## src/rtl/pbus_pkg.sv

```systemverilog
package pbus_pkg;

   typedef enum logic [3:0] {
      S_IDLE,
      S_ADDR,
      S_CESU,
      S_STRB,
      S_WAIT,
      S_WHOLD,
      S_HOLD,
      S_PAUSE,
      S_DONE
   } pbus_state_t;

   function automatic logic ce_phase(pbus_state_t s);
      return (s == S_CESU) || (s == S_STRB) || (s == S_WAIT) ||
             (s == S_WHOLD) || (s == S_HOLD);
   endfunction

   function automatic logic strobe_phase(pbus_state_t s);
      return (s == S_STRB) || (s == S_WAIT) || (s == S_WHOLD);
   endfunction

endpackage

```

## src/rtl/pbus_phase_timer.sv

```systemverilog
module pbus_phase_timer #(
   parameter int UW      = 10,
   parameter int MW      = 2,
   parameter int MULT_LO = 2,
   parameter int MULT_HI = 4
) (
   input  logic          clk,
   input  logic          rst_n,
   input  logic          restart,
   input  logic          mult_hi,
   input  logic [UW-1:0] limit,
   output logic          phase_end
);

   logic [MW-1:0] mcnt;
   logic [UW-1:0] ucnt;
   logic [MW-1:0] m_last;
   logic          unit_end;

   assign m_last    = mult_hi ? MW'(MULT_HI - 1) : MW'(MULT_LO - 1);
   assign unit_end  = (mcnt == m_last);
   assign phase_end = unit_end && (ucnt == limit);

   always_ff @(posedge clk) begin
      if (!rst_n || restart) begin
         mcnt <= '0;
         ucnt <= '0;
      end else if (unit_end) begin
         mcnt <= '0;
         ucnt <= ucnt + 1'b1;
      end else begin
         mcnt <= mcnt + 1'b1;
      end
   end

endmodule

```

## src/rtl/pbus_limit_sel.sv

```systemverilog
module pbus_limit_sel
   import pbus_pkg::*;
#(
   parameter int CW        = 6,
   parameter int UW        = 10,
   parameter int TMO_UNITS = 1024
) (
   input  pbus_state_t   st,
   input  logic          is_wr,
   input  logic [CW-1:0] cfg_addr_setup,
   input  logic [CW-1:0] cfg_ce_delay,
   input  logic [CW-1:0] cfg_rd_width,
   input  logic [CW-1:0] cfg_wr_width,
   input  logic [CW-1:0] cfg_rd_hold,
   input  logic [CW-1:0] cfg_wr_hold,
   input  logic [CW-1:0] cfg_pause,
   input  logic [CW-1:0] cfg_wait_hold,
   output logic [UW-1:0] limit
);

   localparam logic [UW-1:0] TMO_LAST = UW'(TMO_UNITS - 1);

   always_comb begin
      unique case (st)
         S_ADDR:  limit = UW'(cfg_addr_setup);
         S_CESU:  limit = UW'(cfg_ce_delay);
         S_STRB:  limit = is_wr ? UW'(cfg_wr_width) : UW'(cfg_rd_width);
         S_WAIT:  limit = TMO_LAST;
         S_WHOLD: limit = UW'(cfg_wait_hold);
         S_HOLD:  limit = is_wr ? UW'(cfg_wr_hold) : UW'(cfg_rd_hold);
         S_PAUSE: limit = UW'(cfg_pause);
         default: limit = '0;
      endcase
   end

endmodule

```

## src/rtl/pbus_region_seq.sv

```systemverilog
module pbus_region_seq
   import pbus_pkg::*;
#(
   parameter int AW         = 16,
   parameter int DW         = 16,
   parameter int CW         = 6,
   parameter int MULT_LO    = 2,
   parameter int MULT_HI    = 4,
   parameter int TMO_UNITS  = 1024,
   parameter bit IORDY_SYNC = 1'b0
) (
   input  logic          clk,
   input  logic          rst_n,
   input  logic          cfg_en,
   input  logic          cfg_mult4,
   input  logic [CW-1:0] cfg_addr_setup,
   input  logic [CW-1:0] cfg_ce_delay,
   input  logic [CW-1:0] cfg_rd_width,
   input  logic [CW-1:0] cfg_wr_width,
   input  logic [CW-1:0] cfg_rd_hold,
   input  logic [CW-1:0] cfg_wr_hold,
   input  logic [CW-1:0] cfg_pause,
   input  logic          cfg_wait_en,
   input  logic [CW-1:0] cfg_wait_hold,
   input  logic          req,
   input  logic          req_wr,
   input  logic [AW-1:0] req_addr,
   input  logic [DW-1:0] req_wdata,
   output logic          ack,
   output logic [DW-1:0] rsp_rdata,
   output logic          rsp_err,
   output logic [AW-1:0] bus_addr,
   output logic [DW-1:0] bus_dout,
   output logic          bus_dout_en,
   input  logic [DW-1:0] bus_din,
   output logic          bus_ce_n,
   output logic          bus_oe_n,
   output logic          bus_we_n,
   input  logic          bus_iordy
);

   localparam int CNT_SPAN = ((1 << CW) > TMO_UNITS) ? (1 << CW) : TMO_UNITS;
   localparam int UW       = $clog2(CNT_SPAN);
   localparam int MW       = (MULT_HI > 1) ? $clog2(MULT_HI) : 1;

   if (MULT_LO < 2) begin : g_bad_mult_lo
      $error("MULT_LO must be at least 2");
   end
   if (MULT_HI < MULT_LO) begin : g_bad_mult_hi
      $error("MULT_HI must not be below MULT_LO");
   end
   if (TMO_UNITS < 2) begin : g_bad_tmo
      $error("TMO_UNITS must be at least 2");
   end
   if (CW < 1 || AW < 1 || DW < 1) begin : g_bad_width
      $error("widths must be positive");
   end

   pbus_state_t   st, st_nxt;
   logic          is_wr;
   logic          iordy_s;
   logic          phase_end;
   logic          restart;
   logic          timeout;
   logic [UW-1:0] limit;
   logic [AW-1:0] addr_q;
   logic [DW-1:0] wdata_q;
   logic [DW-1:0] rdata_q;
   logic          err_q;

   if (IORDY_SYNC) begin : g_iordy_sync
      logic [1:0] sync_q;
      always_ff @(posedge clk) begin
         if (!rst_n) sync_q <= '0;
         else        sync_q <= {sync_q[0], bus_iordy};
      end
      assign iordy_s = sync_q[1];
   end else begin : g_iordy_direct
      assign iordy_s = bus_iordy;
   end

   pbus_limit_sel #(
      .CW        (CW),
      .UW        (UW),
      .TMO_UNITS (TMO_UNITS)
   ) u_limit (
      .st             (st),
      .is_wr          (is_wr),
      .cfg_addr_setup (cfg_addr_setup),
      .cfg_ce_delay   (cfg_ce_delay),
      .cfg_rd_width   (cfg_rd_width),
      .cfg_wr_width   (cfg_wr_width),
      .cfg_rd_hold    (cfg_rd_hold),
      .cfg_wr_hold    (cfg_wr_hold),
      .cfg_pause      (cfg_pause),
      .cfg_wait_hold  (cfg_wait_hold),
      .limit          (limit)
   );

   assign restart = (st_nxt != st);

   pbus_phase_timer #(
      .UW      (UW),
      .MW      (MW),
      .MULT_LO (MULT_LO),
      .MULT_HI (MULT_HI)
   ) u_timer (
      .clk       (clk),
      .rst_n     (rst_n),
      .restart   (restart),
      .mult_hi   (cfg_mult4),
      .limit     (limit),
      .phase_end (phase_end)
   );

   always_comb begin
      st_nxt  = st;
      timeout = 1'b0;
      unique case (st)
         S_IDLE:  if (req && cfg_en) st_nxt = S_ADDR;
         S_ADDR:  if (phase_end) st_nxt = S_CESU;
         S_CESU:  if (phase_end) st_nxt = S_STRB;
         S_STRB: begin
            if (phase_end) begin
               if (!cfg_wait_en) st_nxt = S_HOLD;
               else if (iordy_s) st_nxt = S_WHOLD;
               else              st_nxt = S_WAIT;
            end
         end
         S_WAIT: begin
            if (iordy_s) begin
               st_nxt = S_WHOLD;
            end else if (phase_end) begin
               st_nxt  = S_HOLD;
               timeout = 1'b1;
            end
         end
         S_WHOLD: if (phase_end) st_nxt = S_HOLD;
         S_HOLD:  if (phase_end) st_nxt = S_PAUSE;
         S_PAUSE: if (phase_end) st_nxt = S_DONE;
         S_DONE:  st_nxt = S_IDLE;
         default: st_nxt = S_IDLE;
      endcase
   end

   always_ff @(posedge clk) begin
      if (!rst_n) begin
         st          <= S_IDLE;
         is_wr       <= 1'b0;
         addr_q      <= '0;
         wdata_q     <= '0;
         rdata_q     <= '0;
         err_q       <= 1'b0;
         ack         <= 1'b0;
         bus_ce_n    <= 1'b1;
         bus_oe_n    <= 1'b1;
         bus_we_n    <= 1'b1;
         bus_dout_en <= 1'b0;
      end else begin
         st <= st_nxt;
         if (st == S_IDLE && st_nxt == S_ADDR) begin
            is_wr   <= req_wr;
            addr_q  <= req_addr;
            wdata_q <= req_wdata;
            err_q   <= 1'b0;
         end
         if (timeout) err_q <= 1'b1;
         if (!is_wr && strobe_phase(st) && !strobe_phase(st_nxt))
            rdata_q <= bus_din;
         ack         <= (st_nxt == S_DONE);
         bus_ce_n    <= !ce_phase(st_nxt);
         bus_oe_n    <= !(strobe_phase(st_nxt) && !is_wr);
         bus_we_n    <= !(strobe_phase(st_nxt) && is_wr);
         bus_dout_en <= ce_phase(st_nxt) && is_wr;
      end
   end

   assign bus_addr  = addr_q;
   assign bus_dout  = wdata_q;
   assign rsp_rdata = rdata_q;
   assign rsp_err   = err_q;

endmodule

```

## config.mk

```make
export PLATFORM = sky130hd
export DESIGN_NAME = pbus_region_seq
export DESIGN_NICKNAME = d
export VERILOG_FILES = /design/src/rtl/pbus_pkg.sv /design/src/rtl/pbus_phase_timer.sv /design/src/rtl/pbus_limit_sel.sv /design/src/rtl/pbus_region_seq.sv
export SDC_FILE = /design/constraint.sdc
export NUM_CORES = 1
export LEC_CHECK = 0
export BUFFER_PORTS_ARGS = -buffer_cell sky130_fd_sc_hd__buf_2
export CORE_MARGIN = 4
export CORE_UTILIZATION = 48
export DETAILED_ROUTE_END_ITERATION = 7
export PLACE_DENSITY_LB_ADDON = 0.08
export SKIP_LAST_GASP = 1
export SYNTH_ARGS = -nofsm -noshare
export SYNTH_HDL_FRONTEND = slang
export SYNTH_SLANG_ARGS = --single-unit
```

## constraint.sdc

```tcl
create_clock -name clk -period 4.15 [get_ports clk]
set_input_delay 1.245 -clock clk [delete_from_list [all_inputs] [get_ports clk]]
set_output_delay 1.245 -clock clk [all_outputs]
set_load 0.03 [all_outputs]
```

==> summary.txt, run 1 <==
Outcome
  • Run status: completed

Route
  • Post-detailed-route DRC marker count: 0
  • Post-DR wirelength/cell: 14.6 microns
  • First drt pass iteration count: 4
  • Via count of the routed design: 3698
  • Via/cell ratio: between 5 and 6
  • Aggregate routed wire length: between 9000 and 10000 microns
  • Post-route ant nets: 0
  • DRT iter0 DRCs: 226

Power
  • Leak: ~1.9 nW
  • Final Power: ~1.6 mW
  • Total power per unit cell area: around 350 nW/um^2
  • Largest voltage drop on the vdd net: between 0.2 and 0.25 mV

Clock tree
  • Worst-path clk slew: 70 ps
  • TritonCTS clock tree: yes
  • Number of cells upsized or downsized after cts: 0
  • Number of setup buffers added after CTS: 0
  • Count of hold-fix buffers inserted at cts: 0
  • Number of levels in the clock H-tree: 3
  • CTS Buffer Depth: 2
  • CTS Sinks: between 70 and 80
  • Clock root buffer master: sky130_fd_sc_hd__clkbuf_8
  • Number of buffers added by the clock tree synthesis step: 9
  • Clock network latency to the later pin of the worst-skew pair: about 340 ps

Worst setup path
  • Depth of the worst register-to-register path: 7
  • Launch point of the worst path: cfg_wr_hold[2]
  • Critical path endpoint category: register
  • Reg-to-Reg Start: st[2]
  • Required time reported for the critical path endpoint: about 4400 ps
  • Capturing instance or port of the critical path: rsp_rdata[5]
  • R2R setup slack: between 800 and 900 ps
  • Critical path fanouts, max: 18
  • Worst Setup Start Kind: input pin
  • Reg2Reg Capture Point: rsp_rdata[5]
  • Arrival time reported for the critical path endpoint: about 3500 ps
  • Critical path class: in -> reg

Timing
  • Hold Fails Final Rpt: 0
  • Worst Slack Setup Final: between 800 and 900 ps
  • Slew at the pin closest to its max-slew limit: between 900 and 1000 ps
  • FMAX: ~0.3 GHz
  • Post-layout minimum cycle time: ~3300 ps
  • Relative slew slack: a little under two fifths
  • Hold slack: between 400 and 500 ps
  • RSZ-0062 raised after global routing: false
  • Clock Skews: 11.0 ps
  • Share of the cycle needed by the critical path after routing: 80.5%
  • Total Negative Setup Slacks: 0 ps
  • Count of final max-slew check failures: 0
  • Number of setup violations in the final report: 0

Yosys
  • Combined area of all synthesized cells: 3630 sq um
  • Area share of the largest cell type after synthesis: between 30 and 40%
  • Total number of yosys warnings: 0
  • Most used flip-flop cell after synthesis: sky130_fd_sc_hd__dfxtp_1
  • Net Count, Synth: 540
  • Number of distinct standard cells referenced by the synthesized netlist: 61
  • Post-synthesis instance total: ~440
  • Top area cells in the synthesized netlist: sky130_fd_sc_hd__dfxtp_1 39%, sky130_fd_sc_hd__nand2_1 8.5%, sky130_fd_sc_hd__a21oi_1 7.7%
  • Sequential-to-total area share from yosys stat: 39.1%
  • Yosys top cell by area: sky130_fd_sc_hd__dfxtp_1
  • Count of flip-flops with a built-in enable after synthesis: 0
  • Share of synthesized registers carrying an async set or reset: 0%
  • #FFs+latches synth: 71
  • Post-synthesis average cell area: about 8.4 sq um

Floorplanning
  • Vertical die dimension: approximately 95 microns
  • Chip Width: between 90 and 100 microns
  • Area of the die: ~9000 sq um
  • I/O Pins: ~160
  • Placeable Area: roughly 7300 sq um
  • Starting Density: 49.8%
  • Count of standard-cell rows: 31

Worst hold path
  • Hold crit path type: reg -> reg

Finish
  • Final standard cell utilization of the core: a little under two thirds
  • Nets: approximately 700
  • Fraction of final layout cells sized beyond drive strength 1: a little over a third
  • Antenna Diode Count: 0
  • Area added between synthesis and finish: 27.6%

Global route
  • GRT Total Usage: 22.2%
  • GRT overflow: 0
  • Via count of the first global-routing pass: 3446
  • Global-route wire length before repair: between 15000 and 20000 microns
  • Antenna violations before repair: 0
  • Maximum number of pins on one net before global-route repair: between 40 and 50

Flow run
  • Max Cap Viol: 0

Placement
  • Placer Congestion: between 0.8 and 0.9
  • Detailed-placement wirelength estimate: 7330 microns
  • Worst slack after detailed placement: 479 ps
  • Number of buffers added on ports: 157
[worst min-delay path by stage]
| stage | startpoint | to | depth (start not counted) |
|---|---|---|---|
| final | bus_dout[7] | bus_dout[7] | 2 |
| after global routing | bus_addr[7] | bus_addr[7] | 2 |
| after CTS | bus_addr[5] | bus_addr[5] | 2 |
| after detailed placement | bus_addr[5] | bus_addr[5] | 2 |
| after global placement | bus_addr[2] | bus_addr[2] | 2 |
| after floorplan | u_timer.mcnt[0] | u_timer.mcnt[0] | 1 |
[sequential cells by signal, summed over array words and instances (netlist names)]
signal        count
is_wr             1
u_timer.ucnt     10
st                4
bus_dout_en       1
rsp_rdata        16
ack               1
bus_dout         16
bus_we_n          1
bus_oe_n          1
bus_ce_n          1
bus_addr         16
rsp_err           1
u_timer.mcnt      2
[logic make-up after synthesis]
kind of cell	count (synthesis)	share of synthesized area, %
simple gates	179	25.5
compound gates	113	21.0
flops	71	39.1
buf+inv	43	6.47
mux	17	4.92
xor+xnor	11	2.65
fa+ha+maj	1	0.344
[power by group]
part,internal [mW],switching [mW],total (mW)
Combinational,0.108,0.165,0.273
Sequential,0.703,0.0213,0.725
Clock,0.355,0.259,0.614
Total,1.17,0.445,1.61
[layout by cell type, fill, tap and decap left out, types with 3 or more instances in the layout]
cell type | synthesis | layout
sky130_fd_sc_hd__and3b_1 | 4 | 4
sky130_fd_sc_hd__nor3_1 | 4 | 4
sky130_fd_sc_hd__nand3b_1 | 3 | 3
sky130_fd_sc_hd__buf_4 | 1 | 10
sky130_fd_sc_hd__o31ai_1 | 9 | 9
sky130_fd_sc_hd__inv_1 | 6 | 6
sky130_fd_sc_hd__dfxtp_1 | 71 | 71
sky130_fd_sc_hd__nand2b_1 | 3 | 3
sky130_fd_sc_hd__xnor2_1 | 8 | 8
sky130_fd_sc_hd__a21oi_1 | 56 | 56
sky130_fd_sc_hd__mux2_2 | 5 | 5
sky130_fd_sc_hd__nor4_1 | 4 | 4
sky130_fd_sc_hd__xor2_1 | 3 | 3
sky130_fd_sc_hd__or4_1 | 3 | 3
sky130_fd_sc_hd__a21o_1 | 3 | 3
sky130_fd_sc_hd__nand3_1 | 8 | 8
sky130_fd_sc_hd__a31o_2 | 3 | 3
sky130_fd_sc_hd__nor2b_1 | 3 | 3
sky130_fd_sc_hd__o21ai_0 | 7 | 7
sky130_fd_sc_hd__a211o_1 | 4 | 4
sky130_fd_sc_hd__o31ai_2 | 8 | 8
sky130_fd_sc_hd__and4_1 | 5 | 5
sky130_fd_sc_hd__nor2_1 | 23 | 23
sky130_fd_sc_hd__buf_2 | 5 | 157
sky130_fd_sc_hd__a211oi_1 | 3 | 3
sky130_fd_sc_hd__mux2i_1 | 10 | 10
sky130_fd_sc_hd__nand4_1 | 22 | 22
sky130_fd_sc_hd__clkbuf_8 | 0 | 10
sky130_fd_sc_hd__nand2_1 | 82 | 82
[critical path: stages]
cell	delay, ps
sky130_fd_sc_hd__buf_2	90
sky130_fd_sc_hd__mux2_2	260
sky130_fd_sc_hd__a22o_1	210
sky130_fd_sc_hd__o31ai_1	270
sky130_fd_sc_hd__nand2_1	130
sky130_fd_sc_hd__or4_1	860
sky130_fd_sc_hd__o31ai_1	370
sky130_fd_sc_hd__a21oi_1	100
[cell type report]
class	instances	area [sq um]
sequential	71	1420
clock inverter	5	81.3
tap	99	124
clock buffer	11	141
timing repair buffer	167	861
inverter	6	22.5
fill	717	2660
multi-input combinational	321	1990
[per-layer routing]
metal / wire length, microns / track usage [%] / share of wire [%] / vias up
met4: 134 / 6.61 / 1.3 / 0
li1: - / - / - / 1864
met1: 4060 / 28.2 / 41 / 1713
met5: 0 / 0 / 0 / -
met3: 683 / 5.76 / 6.9 / 12
met2: 5080 / 37.1 / 51 / 109
[synth_stat cells (all sizes together), types with 2 or more instances]
| cell type | instances |
|---|---|
| mux2 | 7 |
| o2111ai | 2 |
| nand2 | 82 |
| and3b | 4 |
| nand4 | 24 |
| and4 | 5 |
| o211ai | 2 |
| dfxtp | 71 |
| a22oi | 2 |
| nor3 | 4 |
| o31ai | 17 |
| xnor2 | 8 |
| a21oi | 56 |
| or4 | 3 |
| nor2b | 3 |
| nand3b | 3 |
| mux2i | 10 |
| nand2b | 3 |
| a211o | 4 |
| nor2 | 23 |
| or3b | 2 |
| and3 | 2 |
| nor4 | 5 |
| a31o | 3 |
| nand3 | 8 |
| inv | 6 |
| clkbuf | 20 |
| a21o | 3 |
| o21ai | 9 |
| o32a | 2 |
| xor2 | 3 |
| buf | 17 |
| a211oi | 3 |
[through the flow]
step,area [sq um],cells
final,4640,680
after global routing,4640,680
after CTS,4640,680
after detailed placement,4410,664
after global placement,4410,664
after floorplan,3630,435
Note: power is estimated with default switching activity, not from simulation.
==> run 2: changes to the inputs <==
--- a/config.mk
+++ b/config.mk
@@ -5,9 +5,10 @@
 export SDC_FILE = /design/constraint.sdc
 export NUM_CORES = 1
 export LEC_CHECK = 0
+export ABC_AREA = 1
 export BUFFER_PORTS_ARGS = -buffer_cell sky130_fd_sc_hd__buf_2
 export CORE_MARGIN = 4
-export CORE_UTILIZATION = 48
+export CORE_UTILIZATION = 43
 export DETAILED_ROUTE_END_ITERATION = 7
 export PLACE_DENSITY_LB_ADDON = 0.08
 export SKIP_LAST_GASP = 1
==> constraint.sdc (replaced) <==
create_clock -name clk -period 3 [get_ports clk]
set_input_delay 0.9 -clock clk [delete_from_list [all_inputs] [get_ports clk]]
set_output_delay 0.9 -clock clk [all_outputs]
set_load 0.03 [all_outputs]
==> summary.txt, run 2 <==
Outcome
  • Run status: completed

Worst setup path
  • Required time reported for the critical path endpoint: 3280 ps (-1070 ps)
  • Critical path endpoint category: register
  • Critical path fanouts, max: 8 (-10)
  • Worst Setup Start Kind: input pin
  • Arrival time reported for the critical path endpoint: 3000 ps (-540 ps)
  • Buffers & Inverters on Critical Path: 2 (+1)
  • Delay of the slowest critical-path stage: 180 ps (-680 ps)
  • Worst path cell trace: buf_2 -> nand2_1 -> and2_0 -> nor2_1 -> nor2_1 -> nand2_1 -> a21oi_1 -> nand3_1 -> nor2_2 -> nor2_1 -> nor2_2 -> nand3_2 -> nor2_4 -> nand3_4 -> buf_4 -> nand4_1 -> nand2_1 -> nor2_1
  • Slowest stage cell on the critical path: sky130_fd_sc_hd__a21oi_1
  • Most frequent cell on the critical path: sky130_fd_sc_hd__nor2_1
  • Critical path class: in -> reg
  • CP delay by family, top: simple AND/OR/NAND/NOR gates

Global route
  • Maximum number of pins on one net before global-route repair: 36 (-27%)
  • Via count of the first global-routing pass: 3812 (+11%)
  • GRT overflow: 0 (unchanged)
  • Antenna violations before repair: 1 (+1)
  • GRT Total Usage: 20.8% (-1.4 points)
  • Global-route wire length before repair: 17300 microns (+7.9%)

Yosys
  • Area share of the largest cell type after synthesis: 38.1% (-0.98 points)
  • Number of distinct standard cells referenced by the synthesized netlist: 30 (-51%)
  • Post-synthesis instance total: 596 (+37%)
  • Top cell types by occurrence after synthesis: 153 x sky130_fd_sc_hd__nand2_1, 136 x sky130_fd_sc_hd__nor2_1, 76 x sky130_fd_sc_hd__inv_1, 71 x sky130_fd_sc_hd__dfxtp_1, 38 x sky130_fd_sc_hd__o21ai_0
  • Most frequently used cell type in the post-synthesis netlist: sky130_fd_sc_hd__nand2_1
  • Share of synthesized registers carrying an async set or reset: 0% (unchanged)
  • Combined area of all synthesized cells: 3730 sq um (+2.6%)
  • Top area cells in the synthesized netlist: sky130_fd_sc_hd__dfxtp_1 38%, sky130_fd_sc_hd__nand2_1 15%, sky130_fd_sc_hd__nor2_1 14%
  • Yosys top cell by area: sky130_fd_sc_hd__dfxtp_1
  • Net Count, Synth: 701 (+30%)
  • Post-synthesis average cell area: 6.26 sq um (-25%)
  • Most used flip-flop cell after synthesis: sky130_fd_sc_hd__dfxtp_1
  • #FFs+latches synth: 71 (unchanged)
  • Sequential-to-total area share from yosys stat: 38.1% (-0.98 points)
  • Count of flip-flops with a built-in enable after synthesis: 0 (unchanged)
  • Total number of yosys warnings: 0 (unchanged)

Route
  • Via count of the routed design: 4196 (+13%)
  • Post-DR wirelength/cell: 12.5 microns (-14%)
  • Post-detailed-route DRC marker count: 0 (unchanged)
  • Post-route ant nets: 0 (unchanged)
  • First drt pass iteration count: 5 (+1)
  • Via/cell ratio: 4.82 (-11%)
  • DRT iter0 DRCs: 230 (+1.8%)
  • Aggregate routed wire length: 10900 microns (+9.5%)

Clock tree
  • Number of levels in the clock H-tree: 3 (unchanged)
  • Worst-path clk slew: 80 ps (about the same)
  • CTS Buffer Depth: 2 (unchanged)
  • CTS Sinks: 71 (unchanged)
  • Number of buffers added by the clock tree synthesis step: 9 (unchanged)
  • Clock network latency to the later pin of the worst-skew pair: 350 ps (about the same)
  • TritonCTS clock tree: yes
  • Clock root buffer master: sky130_fd_sc_hd__clkbuf_8

Finish
  • Most common cell after layout, fill and taps aside: sky130_fd_sc_hd__buf_2
  • Antenna Diode Count: 0 (unchanged)
  • Top library cells by usage in the layout, fill and taps aside: 157 x sky130_fd_sc_hd__buf_2, 152 x sky130_fd_sc_hd__nand2_1, 133 x sky130_fd_sc_hd__nor2_1
  • Final Cell Area: 4950 sq um (+6.7%)
  • Final cell count without fillers: 870 (+28%)
  • Area taken by flip-flops and latches: 1430 sq um (+0.44%)
  • Fraction of final layout cells sized beyond drive strength 1: 28.4% (-7.1 points)
  • Nets: 865 (+27%)
  • Area added between synthesis and finish: 32.8%
  • Multi-input gate area: 1950 sq um (-2.0%)
  • Fill cell total of the finished layout: 846 (+18%)

Timing
  • Slew at the pin closest to its max-slew limit: 404 ps (-541 ps)
  • RSZ-0062 raised after global routing: false
  • Number of setup violations in the final report: 0 (unchanged)
  • Relative slew slack: 73.1% (+36 points)
  • Share of the cycle needed by the critical path after routing: around 90%
  • FMAX: ~0.37 GHz
  • Post-layout minimum cycle time: 2730 ps
  • Clock Skews: 9.94 ps (-1.09 ps)
  • Hold Fails Final Rpt: 0 (unchanged)
  • Count of final max-slew check failures: 0 (unchanged)

Power
  • Largest voltage drop on the vdd net: 0.405 mV (+75%)
  • Final Power: 2.23 mW (+39%)
  • Leak: 2.64 nW (+37%)
  • Total power per unit cell area: 451 nW/um^2 (+30%)

Placement
  • Placer Congestion: 0.928 (+11%)
  • Detailed-placement wirelength estimate: 8310 microns (+13%)
  • Number of buffers added on ports: 157 (unchanged)
  • Placed cell areas: 4640 sq um (+5.0%)
  • Inst Count DP: 848 (+28%)

Floorplanning
  • Placeable Area: 8340 sq um (+14%)
  • Chip Width: 101 microns (+6.4%)
  • I/O Pins: 158 (unchanged)
  • Area of the die: 10200 sq um (+13%)
  • Count of standard-cell rows: 33 (+6.5%)
  • Starting Density: 44.7% (-5.1 points)
  • Vertical die dimension: 101 microns (+6.4%)

Flow run
  • Max Cap Viol: 0 (unchanged)

Worst hold path
  • Hold crit path type: reg -> reg
run 2: area by class of cell:
cell class | count | share of cell area [%]
Timing Repair Buffer | 173 | 18.6
Tap cell | 105 | 2.65
Sequential cell | 71 | 28.8
Timing Repair inverter | 1 | 0.101
Clock buffer | 10 | 2.58
Clock inverter | 6 | 1.87
Multi-Input combinational cell | 425 | 39.3
Inverter | 79 | 6.07
run 2: path summary, 6_finish.rpt:
| kind | from | endpoint | slack, ps | cells past startpoint |
|---|---|---|---|---|
| hold / removal | u_timer.mcnt[0] | u_timer.mcnt[0] | 460 | 1 |
| setup reg to reg | st[1] | rsp_rdata[15] | 320 | 19 |
| hold reg to reg | u_timer.mcnt[0] | u_timer.mcnt[0] | 460 | 1 |
| setup / recovery | cfg_wr_hold[2] | rsp_rdata[15] | 270 | 18 |
run 2: kinds of logic (layout without fill, tap and decap cells):
logic type | count (synthesis) | after routing | synth area share, %
and+or+nand+nor | 362 | 362 | 41.1
buffers and inverters | 100 | 269 | 10.7
DFF | 71 | 71 | 38.1
AOI/OAI and AO/OA | 51 | 51 | 7.08
xor gates and xnor gates | 11 | 11 | 2.58
adders and majority gates | 1 | 1 | 0.336
run 2: per-stage QoR:
step / setup slack, ps / hold WS, ps / util, % / setup TNS (ps)
after floorplan: 307 / 425 / - / 0
after global placement: -20.4 / 434 / 55.6 / -184
after detailed placement: -54.7 / 446 / 55.6 / -759
after CTS: 116 / 466 / 58.3 / 0
after global routing: 6.07 / 485 / 59.3 / 0
final: 271 / 460 / 59.3 / 0
run 2: what timing repair did:
| item | in CTS | in global routing |
|---|---|---|
| buffers inserted | 0 | 5 |
| pin swaps | 0 | 2 |
| hold buffers | 0 | 0 |
| resized for setup | 1 | 16 |
| endpoints found under the setup margin | 14 | 31 |
| gates cloned | 0 | 1 |
run 2: power breakdown:
group	switching, mW	internal [mW]
Combinational	0.229	0.146
Clock	0.377	0.474
Sequential	0.0246	0.983
run 2: per-layer routing:
| layer | global-route usage, % | share of wire [%] | vias to the layer above |
|---|---|---|---|
| met2 | 35.2 | 49 | 159 |
| li1 | - | - | 2163 |
| met3 | 5.54 | 7.9 | 16 |
| met5 | 0 | 0.11 | - |
| met1 | 25.9 | 42 | 1856 |
| met4 | 6.34 | 1.2 | 2 |
==> run 3: changes to the inputs <==
--- a/config.mk
+++ b/config.mk
@@ -10,7 +10,8 @@
 export CORE_MARGIN = 4
 export CORE_UTILIZATION = 43
 export DETAILED_ROUTE_END_ITERATION = 7
-export PLACE_DENSITY_LB_ADDON = 0.08
+export GPL_TIMING_DRIVEN = 0
+export PLACE_DENSITY = 0.77
 export SKIP_LAST_GASP = 1
 export SYNTH_ARGS = -nofsm -noshare
 export SYNTH_HDL_FRONTEND = slang
==> summary.txt, run 3 (synthesis gave the netlist of run 2 again) <==
Clock tree
  • Worst-path clk slew: 80 ps (about the same)
  • Clock root buffer master: sky130_fd_sc_hd__clkbuf_8
  • Number of levels in the clock H-tree: 3 (unchanged)
  • Clock network latency to the later pin of the worst-skew pair: 340 ps (about the same)
  • TritonCTS clock tree: yes
  • Number of buffers added by the clock tree synthesis step: 9 (unchanged)
  • Count of hold-fix buffers inserted at cts: 0 (unchanged)
  • CTS Sinks: 71 (unchanged)
  • CTS Buffer Depth: 2 (unchanged)

Route
  • Post-DR wirelength/cell: 12.1 microns (-3.4%)
  • Via/cell ratio: 4.73 (-1.9%)
  • Post-route ant nets: 0 (unchanged)
  • Aggregate routed wire length: 10700 microns (-2.2%)
  • Via count of the routed design: 4169 (-0.64%)
  • Post-detailed-route DRC marker count: 0 (unchanged)
  • First drt pass iteration count: 8 (+3)
  • DRT iter0 DRCs: 173 (-25%)

Worst setup path
  • Launch point of the worst path: cfg_mult4
  • Reg-to-Reg Start: st[1]
  • R2R setup slack: 260 ps (-60 ps)
  • Critical path endpoint category: register
  • Arrival time reported for the critical path endpoint: 3060 ps (+60 ps)
  • Worst Setup Start Kind: input pin
  • Critical path fanouts, max: 10 (+2)
  • Critical path class: in -> reg
  • Required time reported for the critical path endpoint: 3280 ps (about the same)

Floorplanning
  • Area of the die: 10200 sq um (unchanged)
  • I/O Pins: 158 (unchanged)
  • Vertical die dimension: 101 microns (unchanged)
  • Starting Density: 44.7% (unchanged)
  • Count of standard-cell rows: 33 (unchanged)
  • Chip Width: 101 microns (unchanged)
  • Placeable Area: 8340 sq um (unchanged)

Worst hold path
  • Hold crit path type: reg -> reg
  • Launch point of the worst hold path: u_timer.mcnt[0]

Global route
  • GRT overflow: 0 (unchanged)
  • Maximum number of pins on one net before global-route repair: 14 (-61%)
  • Antenna violations before repair: 0 (-1)
  • GRT Total Usage: 20.1% (-0.73 points)
  • Global-route wire length before repair: 16800 microns (-2.8%)
  • Via count of the first global-routing pass: 3877 (+1.7%)

Power
  • Total power per unit cell area: 459 nW/um^2 (+1.6%)
  • Logic pwr share: 16.0% (-0.8 points)
  • Power Internal: 1.68 mW (+4.5%)
  • Largest voltage drop on the vdd net: 0.333 mV (-18%)
  • Part of the power in the clock network: 40.5% (+2.4 points)
  • Sw Pwr: 0.634 mW (+0.38%)
  • Sw frac: 27.4% (-0.82 points)
  • Leak: 2.67 nW (+1.2%)
  • Sequential share of power: 43.5% (-1.6 points)

Placement
  • Inst Count DP: 857 (+1.1%)
  • Detailed-placement wirelength estimate: 8330 microns (+0.22%)
  • Placer Congestion: 0.916 (-1.4%)
  • Number of buffers added on ports: 156 (-0.64%)
  • Worst slack after detailed placement: -202 ps (-147 ps)

Finish
  • Antenna Diode Count: 0 (unchanged)
  • Final cell count without fillers: 881 (+1.3%)
  • Fraction of final layout cells sized beyond drive strength 1: 28.6% (+0.24 points)
  • Most common cell after layout, fill and taps aside: sky130_fd_sc_hd__buf_2
  • Area added between synthesis and finish: 35.0%
  • Top library cells by usage in the layout, fill and taps aside: 158 x sky130_fd_sc_hd__buf_2, 151 x sky130_fd_sc_hd__nand2_1, 130 x sky130_fd_sc_hd__nor2_1
  • Nets: 876 (+1.3%)

Timing
  • Worst Slack Setup Final: 223 ps (-48.5 ps)
  • Relative slew slack: 70.0% (-3.0 points)
  • Share of the cycle needed by the critical path after routing: 92.6% (+1.6 points)
  • Post-layout minimum cycle time: 2780 ps (+48.5 ps)
  • Number of setup violations in the final report: 0 (unchanged)
  • Slew at the pin closest to its max-slew limit: 449 ps (+45.6 ps)
  • FMAX: 0.360 GHz (-1.7%)
  • Hold Fails Final Rpt: 0 (unchanged)
  • Total Negative Setup Slacks: 0 ps (unchanged)
  • Clock Skews: 6.63 ps (-3.32 ps)
  • Count of final max-slew check failures: 0 (unchanged)
  • RSZ-0062 raised after global routing: false

Flow run
  • Max Cap Viol: 0 (unchanged)

Outcome
  • Run status: completed
[run 3: changes by cell type in the layout (fill, tap and decap cells not counted), sizes merged]
cell,change
clkbuf,+10
clkinvlp,-3
clkinv,+2
buf,+1
bufinv,+1
[run 3: repair_timing]
action / 4_1_cts / 5_1_grt
buffers inserted: 0 / 8
endpoints found under the setup margin: 0 / 28
endpoints found under the hold margin: 0 / 0
resized for setup: 0 / 31
[run 3: worst max-delay path, stage by stage]
cell and delay (ps):
sky130_fd_sc_hd__buf_2 100, sky130_fd_sc_hd__nand2_1 50, sky130_fd_sc_hd__nand2_1 40, sky130_fd_sc_hd__nor2_1 300, sky130_fd_sc_hd__nand2_1 130, sky130_fd_sc_hd__a21oi_1 160, sky130_fd_sc_hd__nand3_2 120, sky130_fd_sc_hd__o21ai_1 160
sky130_fd_sc_hd__nand2_1 80, sky130_fd_sc_hd__nor2_2 190, sky130_fd_sc_hd__nand3_2 180, sky130_fd_sc_hd__xor2_1 190, sky130_fd_sc_hd__nand3_2 140, sky130_fd_sc_hd__clkbuf_4 220, sky130_fd_sc_hd__nor2_1 100
[run 3: final timing paths]
check | end | cells past startpoint
max | u_timer.ucnt[8] | 15
min | u_timer.mcnt[0] | 1
max reg2reg | u_timer.ucnt[8] | 18
min reg2reg | u_timer.mcnt[0] | 1
[run 3: area by class of cell]
cell class	instances	area, sq um
Buffer	21	111
Clock buffer	9	124
Clock inverter	7	120
Fill cell	813	3310
Inverter	79	297
Multi-Input combinational cell	425	1980
Sequential cell	71	1430
Tap cell	105	131
Timing Repair Buffer	164	841
[run 3: routing by layer]
| layer | GRT usage (%) | share of wire [%] | up-vias | routed length, microns |
|---|---|---|---|---|
| met4 | 3.37 | 1.1 | 0 | 117 |
| met1 | 24.6 | 42 | 1796 | 4420 |
| li1 | - | - | 2192 | - |
| met2 | 35.1 | 49 | 164 | 5180 |
| met3 | 6.30 | 8.7 | 17 | 931 |
| met5 | 0 | 0 | - | 0 |
[run 3: per-stage QoR]
step | hold WS [ps] | area, sq um | utilization [%] | total power, mW
after floorplan | 425 | 3730 | - | 1.25
after global placement | 435 | 4640 | 55.6 | 1.38
after detailed placement | 457 | 4640 | 55.6 | 1.39
after CTS | 471 | 4880 | 58.6 | 2.33
after global routing | 493 | 5030 | 60.4 | 2.42
final | 466 | 5030 | 60.4 | 2.31
[run 3: power by group through the flow]
stage | Sequential [mW] | Clock [mW] | Combinational, mW
2_1_floorplan | 1.09 | 0 | 0.156
3_3_place_gp | 1.03 | 0 | 0.357
3_5_place_dp | 1.03 | 0 | 0.363
4_1_cts | 1.00 | 0.959 | 0.364
5_1_grt | 1.01 | 0.993 | 0.414
6_report | 1.01 | 0.934 | 0.370
